$ cat config.mk
export PLATFORM = sky130hd
export DESIGN_NAME = uart_rx_status_ctrl
export DESIGN_NICKNAME = d
export VERILOG_FILES = /design/src/rtl/uart_rxsc_pkg.sv /design/src/rtl/rxsc_chan.sv /design/src/rtl/rxsc_enable.sv /design/src/rtl/rxsc_decode.sv /design/src/rtl/uart_rx_status_ctrl.sv
export SDC_FILE = /design/constraint.sdc
export NUM_CORES = 1
export LEC_CHECK = 0
export BUFFER_PORTS_ARGS = -buffer_cell sky130_fd_sc_hd__clkbuf_2
export CORE_MARGIN = 2
export CORE_UTILIZATION = 57
export DETAILED_ROUTE_END_ITERATION = 10
export PLACE_DENSITY = 0.91
export SETUP_SLACK_MARGIN = 0.4
export SYNTH_ARGS = -nofsm -noshare
export SYNTH_HDL_FRONTEND = slang
export SYNTH_SLANG_ARGS = --single-unit
$ cat constraint.sdc
create_clock -name clk -period 3.8 [get_ports clk]
set_input_delay 0.38 -clock clk [delete_from_list [all_inputs] [get_ports clk]]
set_output_delay 0.38 -clock clk [all_outputs]
set_load 0.01 [all_outputs]
$ cat src/rtl/uart_rxsc_pkg.sv
package uart_rxsc_pkg;

    // Status bit positions
    localparam int ST_PERR = 0;
    localparam int ST_FERR = 1;
    localparam int ST_OVR  = 2;
    localparam int ST_BFF  = 3;
    localparam int ST_W    = 4;
    localparam int ERR_W   = 3;

    // Per-channel register offsets
    localparam logic [1:0] OFF_DATA = 2'd0;
    localparam logic [1:0] OFF_STAT = 2'd1;
    localparam logic [1:0] OFF_CLR  = 2'd2;

    // Shared register offsets
    localparam logic [1:0] OFF_START = 2'd0;
    localparam logic [1:0] OFF_STOP  = 2'd1;
    localparam logic [1:0] OFF_EN    = 2'd2;

    // Packed MSB first: bff lands on bit 3, perr on bit 0
    typedef struct packed {
        logic bff;
        logic ovr;
        logic ferr;
        logic perr;
    } rx_flags_t;

endpackage

$ cat src/rtl/rxsc_chan.sv
module rxsc_chan
    import uart_rxsc_pkg::*;
#(
    parameter int DATA_W = 8
) (
    input  logic              clk,
    input  logic              rst_n,
    input  logic              en,
    input  logic              rx_done,
    input  logic [DATA_W-1:0] rx_byte,
    input  logic              rx_perr,
    input  logic              rx_ferr,
    input  logic              data_rd,
    input  logic              clr_wr,
    input  logic [ERR_W-1:0]  clr_mask,
    output logic [DATA_W-1:0] data_o,
    output rx_flags_t         flags_o
);

    typedef struct packed {
        logic [DATA_W-1:0] data;
        rx_flags_t         flg;
    } chan_st_t;

    chan_st_t st_d, st_q;
    logic     accept;

    always_comb begin
        st_d   = st_q;
        accept = en && rx_done;

        // Clears first, so a same-cycle set overrides them
        if (clr_wr) begin
            if (clr_mask[ST_PERR]) st_d.flg.perr = 1'b0;
            if (clr_mask[ST_FERR]) st_d.flg.ferr = 1'b0;
            if (clr_mask[ST_OVR])  st_d.flg.ovr  = 1'b0;
        end

        if (data_rd) begin
            st_d.flg.bff = 1'b0;
        end

        if (accept) begin
            st_d.data    = rx_byte;
            st_d.flg.bff = 1'b1;
            if (st_q.flg.bff && !data_rd) st_d.flg.ovr  = 1'b1;
            if (rx_perr)                  st_d.flg.perr = 1'b1;
            if (rx_ferr)                  st_d.flg.ferr = 1'b1;
        end
    end

    always_ff @(posedge clk or negedge rst_n) begin
        if (!rst_n) st_q <= '0;
        else        st_q <= st_d;
    end

    assign data_o  = st_q.data;
    assign flags_o = st_q.flg;


    rx_capture_chk: assert property (@(posedge clk) disable iff (!rst_n)
        (en && rx_done) |=> (flags_o.bff && data_o == $past(rx_byte)));


    bff_read_clear_chk: assert property (@(posedge clk) disable iff (!rst_n)
        (data_rd && !(en && rx_done)) |=> !flags_o.bff);


    overrun_raise_chk: assert property (@(posedge clk) disable iff (!rst_n)
        (en && rx_done && flags_o.bff && !data_rd) |=> flags_o.ovr);


    perr_clear_chk: assert property (@(posedge clk) disable iff (!rst_n)
        (clr_wr && clr_mask[ST_PERR] && !(en && rx_done && rx_perr)) |=> !flags_o.perr);


    perr_set_wins_chk: assert property (@(posedge clk) disable iff (!rst_n)
        (en && rx_done && rx_perr) |=> flags_o.perr);


    stopped_hold_chk: assert property (@(posedge clk) disable iff (!rst_n)
        (!en && !data_rd && !clr_wr) |=> ($stable(data_o) && $stable(flags_o)));

endmodule

$ cat src/rtl/rxsc_enable.sv
module rxsc_enable #(
    parameter int NUM_CH = 4
) (
    input  logic              clk,
    input  logic              rst_n,
    input  logic              start_wr,
    input  logic              stop_wr,
    input  logic [NUM_CH-1:0] mask,
    output logic [NUM_CH-1:0] en_o
);

    typedef struct packed {
        logic [NUM_CH-1:0] en;
    } en_st_t;

    en_st_t st_d, st_q;

    always_comb begin
        st_d = st_q;
        if (stop_wr)  st_d.en = st_d.en & ~mask;
        if (start_wr) st_d.en = st_d.en | mask;
    end

    always_ff @(posedge clk or negedge rst_n) begin
        if (!rst_n) st_q <= '0;
        else        st_q <= st_d;
    end

    assign en_o = st_q.en;


    start_sets_chk: assert property (@(posedge clk) disable iff (!rst_n)
        start_wr |=> ((en_o & $past(mask)) == $past(mask)));


    stop_clears_chk: assert property (@(posedge clk) disable iff (!rst_n)
        (stop_wr && !start_wr) |=> ((en_o & $past(mask)) == '0));


    enable_hold_chk: assert property (@(posedge clk) disable iff (!rst_n)
        (!start_wr && !stop_wr) |=> $stable(en_o));

endmodule

$ cat src/rtl/rxsc_decode.sv
module rxsc_decode
    import uart_rxsc_pkg::*;
#(
    parameter int NUM_CH = 4,
    parameter int DATA_W = 8,
    parameter int BUS_W  = 8,
    parameter int CH_W   = 2,
    parameter int ADDR_W = CH_W + 3
) (
    input  logic              clk,
    input  logic              rst_n,
    input  logic              bus_rd,
    input  logic              bus_wr,
    input  logic [ADDR_W-1:0] bus_addr,
    input  logic [BUS_W-1:0]  bus_wdata,
    input  logic [DATA_W-1:0] ch_data  [NUM_CH],
    input  rx_flags_t         ch_flags [NUM_CH],
    input  logic [NUM_CH-1:0] en,
    output logic [NUM_CH-1:0] data_rd,
    output logic [NUM_CH-1:0] clr_wr,
    output logic [ERR_W-1:0]  clr_mask,
    output logic              start_wr,
    output logic              stop_wr,
    output logic [NUM_CH-1:0] ch_mask,
    output logic [BUS_W-1:0]  bus_rdata
);

    typedef struct packed {
        logic [BUS_W-1:0] rdata;
    } rd_st_t;

    rd_st_t           st_d, st_q;
    logic             glb;
    logic [1:0]       off;
    logic [CH_W-1:0]  ch_idx;
    logic             ch_ok;
    logic [BUS_W-1:0] rd_val;

    initial begin
        assert (BUS_W >= DATA_W && BUS_W >= NUM_CH && BUS_W >= ST_W);
    end

    assign glb      = bus_addr[ADDR_W-1];
    assign off      = bus_addr[1:0];
    assign ch_idx   = bus_addr[CH_W+1:2];
    assign ch_ok    = 32'(ch_idx) < 32'(NUM_CH);
    assign clr_mask = bus_wdata[ERR_W-1:0];
    assign ch_mask  = bus_wdata[NUM_CH-1:0];
    assign start_wr = bus_wr && glb && (off == OFF_START);
    assign stop_wr  = bus_wr && glb && (off == OFF_STOP);

    for (genvar c = 0; c < NUM_CH; c++) begin : g_sel
        logic hit;
        assign hit        = !glb && ch_ok && (32'(ch_idx) == c);
        assign data_rd[c] = bus_rd && hit && (off == OFF_DATA);
        assign clr_wr[c]  = bus_wr && hit && (off == OFF_CLR);
    end

    always_comb begin
        rd_val = '0;
        if (glb) begin
            if (off == OFF_EN) rd_val[NUM_CH-1:0] = en;
        end else begin
            for (int c = 0; c < NUM_CH; c++) begin
                if (ch_ok && 32'(ch_idx) == c) begin
                    if (off == OFF_DATA) rd_val[DATA_W-1:0] = ch_data[c];
                    if (off == OFF_STAT) rd_val[ST_W-1:0]   = ch_flags[c];
                end
            end
        end
    end

    always_comb begin
        st_d = st_q;
        if (bus_rd) st_d.rdata = rd_val;
    end

    always_ff @(posedge clk or negedge rst_n) begin
        if (!rst_n) st_q <= '0;
        else        st_q <= st_d;
    end

    assign bus_rdata = st_q.rdata;


    one_data_read_chk: assert property (@(posedge clk) disable iff (!rst_n)
        $onehot0(data_rd) && $onehot0(clr_wr));


    single_trigger_chk: assert property (@(posedge clk) disable iff (!rst_n)
        !(start_wr && stop_wr));


    rdata_hold_chk: assert property (@(posedge clk) disable iff (!rst_n)
        !bus_rd |=> $stable(bus_rdata));

endmodule

$ cat src/rtl/uart_rx_status_ctrl.sv
module uart_rx_status_ctrl
    import uart_rxsc_pkg::*;
#(
    parameter  int NUM_CH = 4,
    parameter  int DATA_W = 8,
    parameter  int BUS_W  = 8,
    localparam int CH_W   = (NUM_CH > 1) ? $clog2(NUM_CH) : 1,
    localparam int ADDR_W = CH_W + 3
) (
    input  logic                     clk,
    input  logic                     rst_n,
    input  logic [NUM_CH-1:0]        rx_done,
    input  logic [NUM_CH*DATA_W-1:0] rx_byte,
    input  logic [NUM_CH-1:0]        rx_perr,
    input  logic [NUM_CH-1:0]        rx_ferr,
    input  logic                     bus_rd,
    input  logic                     bus_wr,
    input  logic [ADDR_W-1:0]        bus_addr,
    input  logic [BUS_W-1:0]         bus_wdata,
    output logic [BUS_W-1:0]         bus_rdata
);

    logic [NUM_CH-1:0] en;
    logic [NUM_CH-1:0] data_rd;
    logic [NUM_CH-1:0] clr_wr;
    logic [ERR_W-1:0]  clr_mask;
    logic              start_wr;
    logic              stop_wr;
    logic [NUM_CH-1:0] ch_mask;
    logic [DATA_W-1:0] ch_data  [NUM_CH];
    rx_flags_t         ch_flags [NUM_CH];

    rxsc_decode #(
        .NUM_CH (NUM_CH),
        .DATA_W (DATA_W),
        .BUS_W  (BUS_W),
        .CH_W   (CH_W),
        .ADDR_W (ADDR_W)
    ) u_decode (
        .clk       (clk),
        .rst_n     (rst_n),
        .bus_rd    (bus_rd),
        .bus_wr    (bus_wr),
        .bus_addr  (bus_addr),
        .bus_wdata (bus_wdata),
        .ch_data   (ch_data),
        .ch_flags  (ch_flags),
        .en        (en),
        .data_rd   (data_rd),
        .clr_wr    (clr_wr),
        .clr_mask  (clr_mask),
        .start_wr  (start_wr),
        .stop_wr   (stop_wr),
        .ch_mask   (ch_mask),
        .bus_rdata (bus_rdata)
    );

    rxsc_enable #(
        .NUM_CH (NUM_CH)
    ) u_enable (
        .clk      (clk),
        .rst_n    (rst_n),
        .start_wr (start_wr),
        .stop_wr  (stop_wr),
        .mask     (ch_mask),
        .en_o     (en)
    );

    for (genvar c = 0; c < NUM_CH; c++) begin : g_chan
        rxsc_chan #(
            .DATA_W (DATA_W)
        ) u_chan (
            .clk      (clk),
            .rst_n    (rst_n),
            .en       (en[c]),
            .rx_done  (rx_done[c]),
            .rx_byte  (rx_byte[c*DATA_W +: DATA_W]),
            .rx_perr  (rx_perr[c]),
            .rx_ferr  (rx_ferr[c]),
            .data_rd  (data_rd[c]),
            .clr_wr   (clr_wr[c]),
            .clr_mask (clr_mask),
            .data_o   (ch_data[c]),
            .flags_o  (ch_flags[c])
        );
    end


    reset_quiet_chk: assert property (@(posedge clk) disable iff (!rst_n)
        $past(!rst_n) |-> (en == '0 && bus_rdata == '0));

endmodule

# After elaboration in Yosys (flattened, before gate mapping)
# Cells that the tools add are included.
dict set report op_classes {
  n_eq_ne 5
  n_mux 56
  bitwise 3
  reduce_logical 42
}
# operator count
set ops {}
lappend ops {{8-bit 2-to-1 mux} 11}
lappend ops {{4-bit 2-to-1 mux} 13}
lappend ops {{1-bit logical AND} 31}
lappend ops {{1-bit 2-to-1 mux} 28}
lappend ops {{3-bit 2-to-1 mux} 4}
lappend ops {{2-bit nonzero test} 4}
lappend ops {{2-bit equality test (second input constant)} 3}
lappend ops {{1-bit zero test} 5}
lappend ops {{4-bit bitwise AND} 1}
lappend ops {{2-bit by 1-bit equality test with 1-bit output (second input constant)} 2}
lappend ops {{2-bit zero test} 2}
lappend ops {{4-bit NOT} 1}
lappend ops {{4-bit OR} 1}
dict set report word_totals {
  register_bits 60
  input_bits 61
  out_inout_bits 8
  elab_cells 128
}

# Logic depth before layout (Yosys ltp)
# Gate-level depths: netlist of the first run.
dict set report depth {
  ltp_word 17
  mapped_depth 7
  mapped_depth_nobuf 4
}

# Modules after synthesis
# From an unflattened synthesis of the first run, not the netlist that was laid out.
dict set report unflattened {
  cells_unflattened 241
  area_unflattened_um2 2887.8
}
# module instances cells_each area_per_inst_um2 seq_area_each_um2
set by_module_without_submodules {}
lappend by_module_without_submodules {rxsc_chan 4 29 451.7 300.3}
lappend by_module_without_submodules {rxsc_decode 1 113 930.9 200.2}
lappend by_module_without_submodules {rxsc_enable 1 12 150.1 100.1}

# Least setup slack after synthesis of the first run
# Ideal clock, no wire load.
dict set report synth_path {
  kind {input to register}
  from {in bus_addr[0]}
  to {reg u_decode.st_q (netlist bit u_decode.bus_rdata[6])}
  setup_ps 122
  arrival_time_ps 1523
  required_time_ps 3678
  setup_slack_ps 2155
  stages 4
  path_buffers 1
  cell_sequence {buf_6 or3_1 mux4_2 a32o_1}
}
dict set report synth_between {
  elab_chain_len 13
}
# element line_no
set synth_rtl {}
lappend synth_rtl {{start, declared} uart_rx_status_ctrl.sv:18} ;# input logic [ADDR_W-1:0] bus_addr,
lappend synth_rtl {{2-bit zero test *} rxsc_decode.sv:66} ;# if (off == OFF_DATA) rd_val[DATA_W-1:0] = ch_data[c];
lappend synth_rtl {{8-bit 2-to-1 mux} rxsc_decode.sv:66}
lappend synth_rtl {{8-bit 2-to-1 mux} rxsc_decode.sv:65} ;# if (ch_ok && 32'(ch_idx) == c) begin
lappend synth_rtl {{8-bit 2-to-1 mux} rxsc_decode.sv:66}
lappend synth_rtl {{8-bit 2-to-1 mux} rxsc_decode.sv:65}
lappend synth_rtl {{8-bit 2-to-1 mux} rxsc_decode.sv:61} ;# if (glb) begin
lappend synth_rtl {{8-bit 2-to-1 mux} rxsc_decode.sv:66}
lappend synth_rtl {{8-bit 2-to-1 mux} rxsc_decode.sv:65}
lappend synth_rtl {{8-bit 2-to-1 mux} rxsc_decode.sv:61}
lappend synth_rtl {{8-bit 2-to-1 mux} rxsc_decode.sv:65}
lappend synth_rtl {{8-bit 2-to-1 mux} rxsc_decode.sv:66}
lappend synth_rtl {{8-bit 2-to-1 mux *} rxsc_decode.sv:65}
lappend synth_rtl {{4-bit 2-to-1 mux *} rxsc_decode.sv:61}
lappend synth_rtl {{end signal, assigned} rxsc_decode.sv:80} ;# else st_q <= st_d;
lappend synth_rtl {{end, declared} rxsc_decode.sv:32} ;# rd_st_t st_d, st_q;
# Every way passes the cells marked *; elsewhere a longest branch is shown, timed or not. The select of a mux whose other input is x is not followed.
# A chain may end at the register's enable or synchronous reset.

# Worst setup path in the final report of the first run
dict set report layout_path {
  from {in bus_addr[2]}
  to {reg u_decode.st_q (netlist bit u_decode.bus_rdata[3])}
}
dict set report layout_between {
  elab_chain_len 15
  word_cells_on_any_way 18
  classes_between {3 x eq/ne; 14 x mux; 1 x reduce/logical}
}
# element line_no
set layout_rtl {}
lappend layout_rtl {{2-bit zero test} rxsc_decode.sv:65}
lappend layout_rtl {{8-bit 2-to-1 mux} rxsc_decode.sv:65}
lappend layout_rtl {{8-bit 2-to-1 mux} rxsc_decode.sv:66}
lappend layout_rtl {{4-bit 2-to-1 mux} rxsc_decode.sv:67} ;# if (off == OFF_STAT) rd_val[ST_W-1:0] = ch_flags[c];
lappend layout_rtl {{8-bit 2-to-1 mux} rxsc_decode.sv:65}
lappend layout_rtl {{8-bit 2-to-1 mux} rxsc_decode.sv:61}
lappend layout_rtl {{8-bit 2-to-1 mux} rxsc_decode.sv:66}
lappend layout_rtl {{8-bit 2-to-1 mux} rxsc_decode.sv:65}
lappend layout_rtl {{8-bit 2-to-1 mux} rxsc_decode.sv:61}
lappend layout_rtl {{4-bit 2-to-1 mux} rxsc_decode.sv:67}
lappend layout_rtl {{8-bit 2-to-1 mux} rxsc_decode.sv:65}
lappend layout_rtl {{8-bit 2-to-1 mux} rxsc_decode.sv:66}
lappend layout_rtl {{4-bit 2-to-1 mux} rxsc_decode.sv:67}
lappend layout_rtl {{8-bit 2-to-1 mux *} rxsc_decode.sv:65}
lappend layout_rtl {{4-bit 2-to-1 mux *} rxsc_decode.sv:61}
# Marked as above.

==> results of run 1 <==
## flip-flops by register name (all words and copies together), names as in the netlist, named ones only
register               count
u_decode.bus_rdata         8
g_chan.u_chan.flags_o     16
g_chan.u_chan.data_o      32
## stage by stage
| stage | hold slack (ns) | power [µW] | utilization [%] | area [µm²] |
|---|---|---|---|---|
| 2_1_floorplan | 0.0844 | 1100 | - | 2740 |
| 3_3_place_gp | 0.369 | 1200 | 65.9 | 3090 |
| 3_5_place_dp | 0.369 | 1230 | 65.9 | 3090 |
| 4_1_cts | 0.0206 | 1720 | 69.5 | 3260 |
| 5_1_grt | 0.0444 | 1790 | 69.5 | 3260 |
| 6_report | 0.0169 | 1710 | 69.5 | 3260 |
## final timing paths
| kind | slack, ns | cells past startpoint | to |
|---|---|---|---|
| min in group clk | 0.28 | 2 | g_chan[1].u_chan.data_o[1] |
| setup / recovery | 1.99 | 4 | u_decode.bus_rdata[3] |
| hold reg to reg | 0.49 | 1 | g_chan[0].u_chan.flags_o[1] |
| setup reg to reg | 2.23 | 3 | u_decode.bus_rdata[3] |
| hold / removal | 0.02 | 1 | g_chan[1].u_chan.data_o[6] |
| max in group asynchronous | 2.90 | 2 | g_chan[2].u_chan.data_o[3] |
## per-layer routing
layer | vias up | GRT usage (%) | wire [µm]
met5 | - | 0 | 0
met1 | 1019 | 32.2 | 2550
met4 | 0 | 12.7 | 111
li1 | 934 | - | -
met2 | 90 | 38.7 | 3070
met3 | 11 | 7.13 | 403
## placed cells by master, fill, tap and decap left out, types with 2 or more instances in the layout
cell type	instances
clkbuf_2	64
dfrtp_1	60
mux2_2	41
nand2_1	27
a32o_1	12
clkbuf_8	11
nor2_1	9
mux4_2	6
or3_1	5
o21ai_0	4
o2bb2ai_1	4
mux2i_1	4
nand3_1	3
a21oi_1	3
nand2b_1	2
inv_1	2
and3_1	2
a31o_2	2
nor2b_1	2
a221oi_1	2
clkinv_2	2
clkbuf_1	2
## worst max-delay path, delay by kind of cell
family                 cells  cell delay [ns]
muxes                      2             0.87
buffers and inverters      1             0.44
AOI/OAI and AO/OA          1             0.32
## where the power goes
group | leakage, µW | switching [µW] | internal (µW)
logic | 0.000672 | 139 | 203
registers | 0.000676 | 86.1 | 788
clock network | 0.0000893 | 228 | 267
## logic make-up after synthesis
| group | count (synthesis) | share of synthesized area (%) |
|---|---|---|
| buffers and inverters | 9 | 1.83 |
| muxes | 51 | 23.2 |
| AOI/OAI and AO/OA | 36 | 10.8 |
| and+or+nand+nor | 54 | 9.36 |
| DFF | 60 | 54.8 |
## cell type report
cell class	count	share of cell area, %
flip-flops and latches	60	46.0
well taps	54	2.07
clock inverters	2	0.307
multi-input cells	141	36.5
repair buffers	65	10.0
inverters	2	0.230
clock buffers	13	4.87
==> metrics.yaml, run 1 <==
cts:
  cts_tree: "yes"
  htreeDepth: 3
  cts_inserted_buffers: 9
  cts-resized-gates: 0
  path_clk_slew_ns: 0.06
  clockBufferDepth: 2
  cts_hold_buf: 0
  cts_root_buf: "clkbuf_8"
  insertion_delay_ns: 0.33
  cts_sinks: 60
  post_cts_buffers: 0
detailed_routing:
  drtPass1Iterations: 4
  drc: 0
  vias: 2054
  antenna_left: 0
  drt_wl_total_mm: 6.13
  drt-initial-drc-count: 240
  wl_per_cell_um: 18.2
  vias_per_cell: 6.09
global_route:
  grt_pass1_wl_mm: 9.75
  grt_overflow: 0
  grt_pass1_vias: 2049
  grt_max_degree: 41
  antenna_found_initial: 0
  track_usage_pct: 25.0
worst_setup_path:
  r2r-start: "g_chan[2].u_chan.data_o[3]"
  critPathMaxFanout: 21
  startpoint: "bus_addr[2]"
  worstPathRequired_ns: 4.01
  crit_chain: "clkbuf_2, mux4_2, mux2_2, a221o_1"
  cp_slowest_cell: "mux4_2"
  worstSetupPathType: "input pin to flop"
  worstPathArrival_ns: 2.02
  cp-start-kind: "input pin"
  cp-end-kind: "flop"
  cp_slowest_stage_delay_ns: 0.59
floorplan:
  die_w_um: 73.4
  initial_core_util_pct: 58.4
  fp.coreArea_um2: 4690
  num_io_pins: 69
  dieArea_um2: 5380
  num_rows: 25
  die_height_um: 73.4
final_layout:
  syn_to_final_growth_pct: 19.0
  multiInputGateArea_um2: 1190
  instances_no_fill: 337
  post_route_cells_drive_above_1_share_pct: 45.2
  nets: 340
  n_antenna_cell: 0
  num-fill-cells: 325
  regArea_um2: 1500
synthesis:
  synth_seq_area_share_pct: 54.8
  avgSynthCellArea_um2: 13.1
  async_reset_ff_share_pct: 100
  yosys.cell_count.top_type: "dfrtp_1"
  ys_ff_latch: 60
  synth_area_leaders: "dfrtp_1 (55%), mux2_2 (17%), mux4_2 (4.9%)"
  yosys_warnings: 0
  synth_common_cells: "dfrtp_1 (60), mux2_2 (41), nand2_1 (27)"
  yosys.area.top_type: "dfrtp_1"
  synthFlopType: "dfrtp_1"
  synthCells: 210
  synth.distinct_cells: 35
  synthesis.nets: 271
  synth_edf_count: 0
  netlist_area_um2: 2740
  synth_top_area_share_pct: 54.8
placed_design:
  dp_hpwl_mm: 4.44
  dp_cells: 322
  port_buffers: 64
  pre_cts_slack_ns: 1.66
  gp_congestion: 0.917
sta:
  slew_headroom_pct: 54.1
  hold_viol_final: 0
  max_freq_mhz: 553
  tightest_slew_ns: 0.686
  finalSetupTns_ns: 0
  slew_violations: 0
  fin_crit_sh_pct: 47.6
  fin_ws_ns: 1.99
  setup_viol: 0
  fin_crit_ns: 1.81
  rsz0062_at_grt: "no"
  finalClockSkew_ns: 0.00682
power_and_ir_drop:
  powerDensity_nw_per_um2: 524
  ir_worst_vdd_mv: 0.335
  p_leak_uw: 0.00144
flow_run:
  cap_violations: 0
run_status:
  outcome: "finished, final reports clean"
hold_path:
  worstHoldPathType: "input pin to asynchronous set/reset pin"
Power figures use the tool's default switching activity.
==> inputs of run 2 (changes only) <==
- CORE_UTILIZATION: 57 -> 53
- PLACE_DENSITY: 0.91 -> 0.86
- clock period: 3.8 -> 1.8 ns (I/O delays scaled with it)
==> run 2 against run 1 <==
- global-route usage decreased by 1.2 points
- via count increased by 2.2%
- worst setup slack got worse by 1.7 ns
- register-to-register slack got worse by 2.0 ns
- sequential share of layout area decreased by 1.4 points
- core utilization decreased by 2.9 points
- worst hold slack improved by 0.058 ns
- critical path type is now flop to flop
- largest power group unchanged
==> metrics.yaml, run 2 (same netlist as run 1, synthesis figures left out) <==
run_status:
  outcome: "finished, final reports clean"  # unchanged
sta:
  finalClockSkew_ns: 0.00411  # was 0.00682 ns
  fin_crit_ns: 1.55
  max_freq_mhz: 646
  rsz0062_at_grt: "yes"  # was no
  hold_viol_final: 0  # unchanged
  slew_violations: 0  # unchanged
  fin_crit_sh_pct: 86.0
  tightest_slew_ns: 0.472  # was 0.686 ns
  slew_headroom_pct: 68.4  # was 54.1%
  setup_viol: 0  # unchanged
  finalSetupTns_ns: 0  # unchanged
detailed_routing:
  drt-initial-drc-count: 220  # was 240
  vias_per_cell: 5.83  # was 6.09
  drtPass1Iterations: 4  # unchanged
  antenna_left: 0  # unchanged
  drt_wl_total_mm: 6.31  # was 6.13 mm
  vias: 2099  # was 2054
  drc: 0  # unchanged
  wl_per_cell_um: 17.5  # was 18.2 µm
power_and_ir_drop:
  p_leak_uw: 0.00148  # was 0.00144 µW
  powerDensity_nw_per_um2: 1100  # was 524 nW/µm²
  ir_worst_vdd_mv: 0.660  # was 0.335 mV
worst_setup_path:
  worstPathRequired_ns: 2.01  # was 4.01 ns
  worstPathArrival_ns: 1.76  # was 2.02 ns
  cp-end-kind: "flop"  # unchanged
  startpoint: "g_chan[1].u_chan.flags_o[3]"  # was bus_addr[2]
  critPathMaxFanout: 2  # was 21
  r2r-start: "g_chan[1].u_chan.flags_o[3]"  # was g_chan[2].u_chan.data_o[3]
  worstSetupPathType: "flop to flop"  # was input pin to flop
  cp-start-kind: "flop"  # was input pin
global_route:
  antenna_found_initial: 0  # unchanged
  grt_overflow: 0  # unchanged
  track_usage_pct: 23.7  # was 25.0%
  grt_pass1_wl_mm: 10.5  # was 9.75 mm
  grt_pass1_vias: 2237  # was 2049
  grt_max_degree: 61  # was 41
final_layout:
  regArea_um2: 1500  # unchanged
  utilization_pct: 66.7  # was 69.5%
  syn_to_final_growth_pct: 22.6  # was 19.0%
  largest_reg_flops: 32  # unchanged
  layout_common_cells: "clkbuf_2 (64), dfrtp_1 (60), mux2_2 (40)"  # was clkbuf_2 (64), dfrtp_1 (60), mux2_2 (41)
  layout_commonest_cell: "clkbuf_2"  # unchanged
  nets: 346  # was 340
  multiInputGateArea_um2: 1200  # was 1190 µm²
  post_route_cells_drive_above_1_share_pct: 46.2  # was 45.2%
  fin_area_um2: 3360  # was 3260 µm²
  n_antenna_cell: 0  # unchanged
  num-fill-cells: 373  # was 325
  instances_no_fill: 360  # was 337
floorplan:
  num_rows: 26  # was 25
  dieArea_um2: 5760  # was 5380 µm²
  num_io_pins: 69  # unchanged
  die_height_um: 75.9  # was 73.4 µm
  die_w_um: 75.9  # was 73.4 µm
  fp.coreArea_um2: 5040  # was 4690 µm²
  initial_core_util_pct: 54.4  # was 58.4%
cts:
  path_clk_slew_ns: 0.06  # about the same
  cts_tree: "yes"  # unchanged
  cts_root_buf: "clkbuf_8"  # unchanged
  cts_sinks: 60  # unchanged
  cts_inserted_buffers: 9  # unchanged
  htreeDepth: 3  # unchanged
  insertion_delay_ns: 0.33  # about the same
  clockBufferDepth: 2  # unchanged
flow_run:
  cap_violations: 0  # unchanged
placed_design:
  dp_cells: 342  # was 322
  dp_hpwl_mm: 4.54  # was 4.44 mm
  placed_cell_area_um2: 3160  # was 3090 µm²
  port_buffers: 64  # unchanged
  gp_congestion: 0.836  # was 0.917
hold_path:
  min_from: "rx_byte[26]"
  worstHoldPathType: "input pin to flop"  # was input pin to asynchronous set/reset pin
## run 2: cell count changes in the layout (fill, tap and decap cells not counted)
cell           delta
clkbuf_1          +1
dlygate4sd3_1     +1
mux2_2            -1
buf_12            +1
nand2_1           -1
buf_4             +4
clkbuf_8          +1
mux2_4            +1
nand2_2           +1
clkinv_2          -1
## run 2: path summary, 6_finish.rpt
path	endpoint	slack, ns	depth (start not counted)
hold reg to reg	g_chan[2].u_chan.flags_o[1]	0.49	1
min in group asynchronous	g_chan[1].u_chan.flags_o[0]	0.39	3
setup / recovery	u_decode.bus_rdata[3]	0.25	3
setup reg to reg	u_decode.bus_rdata[3]	0.25	3
max in group asynchronous	g_chan[2].u_chan.data_o[7]	1.16	3
hold / removal	g_chan[3].u_chan.data_o[2]	0.07	2
## run 2: critical path: stages, from the launching register on
cell and delay [ns]:
dfrtp_1 0.38, mux4_2 0.47, mux2_4 0.28, a221o_1 0.30
## run 2: final cells by class
type | instances | area share (%)
clock buffer | 15 | 5.25
clock inverter | 1 | 0.149
inverter | 2 | 0.223
multi-input combinational | 141 | 35.6
sequential | 60 | 44.7
tap | 70 | 2.61
timing repair buffer | 71 | 11.5
## run 2: report_power, final
| part | total (µW) | switching (µW) | internal (µW) |
|---|---|---|---|
| sequential | 1850 | 184 | 1660 |
| combinational | 745 | 293 | 452 |
| clock | 1100 | 492 | 612 |
| total | 3700 | 970 | 2730 |
## run 2: timing repair
action | 4_1_cts | 5_1_grt
endpoints found under the setup margin | 5 | 13
pin swaps | 0 | 2
hold buffers | 1 | 0
gates resized for setup | 0 | 1
endpoints found under the hold margin | 60 | 0
buffers inserted | 0 | 1
## run 2: routing by layer
| layer | up-vias | track usage (%) | wire length [µm] |
|---|---|---|---|
| li1 | 950 | - | - |
| met1 | 1049 | 29.4 | 2520 |
| met2 | 87 | 39.6 | 3280 |
| met3 | 13 | 6.07 | 406 |
| met4 | 0 | 10.5 | 102 |
| met5 | - | 0 | 0 |
## run 2: metrics by stage
stage	worst slack [ns]	hold slack, ns	total power [µW]
finish	0.252	0.0745	3700
global route	0.217	0.0683	3880
CTS	0.249	0.0676	3700
detailed placement	0.158	0.211	2600
global placement	0.184	0.209	2550
floorplan	0.336	-0.116	2320
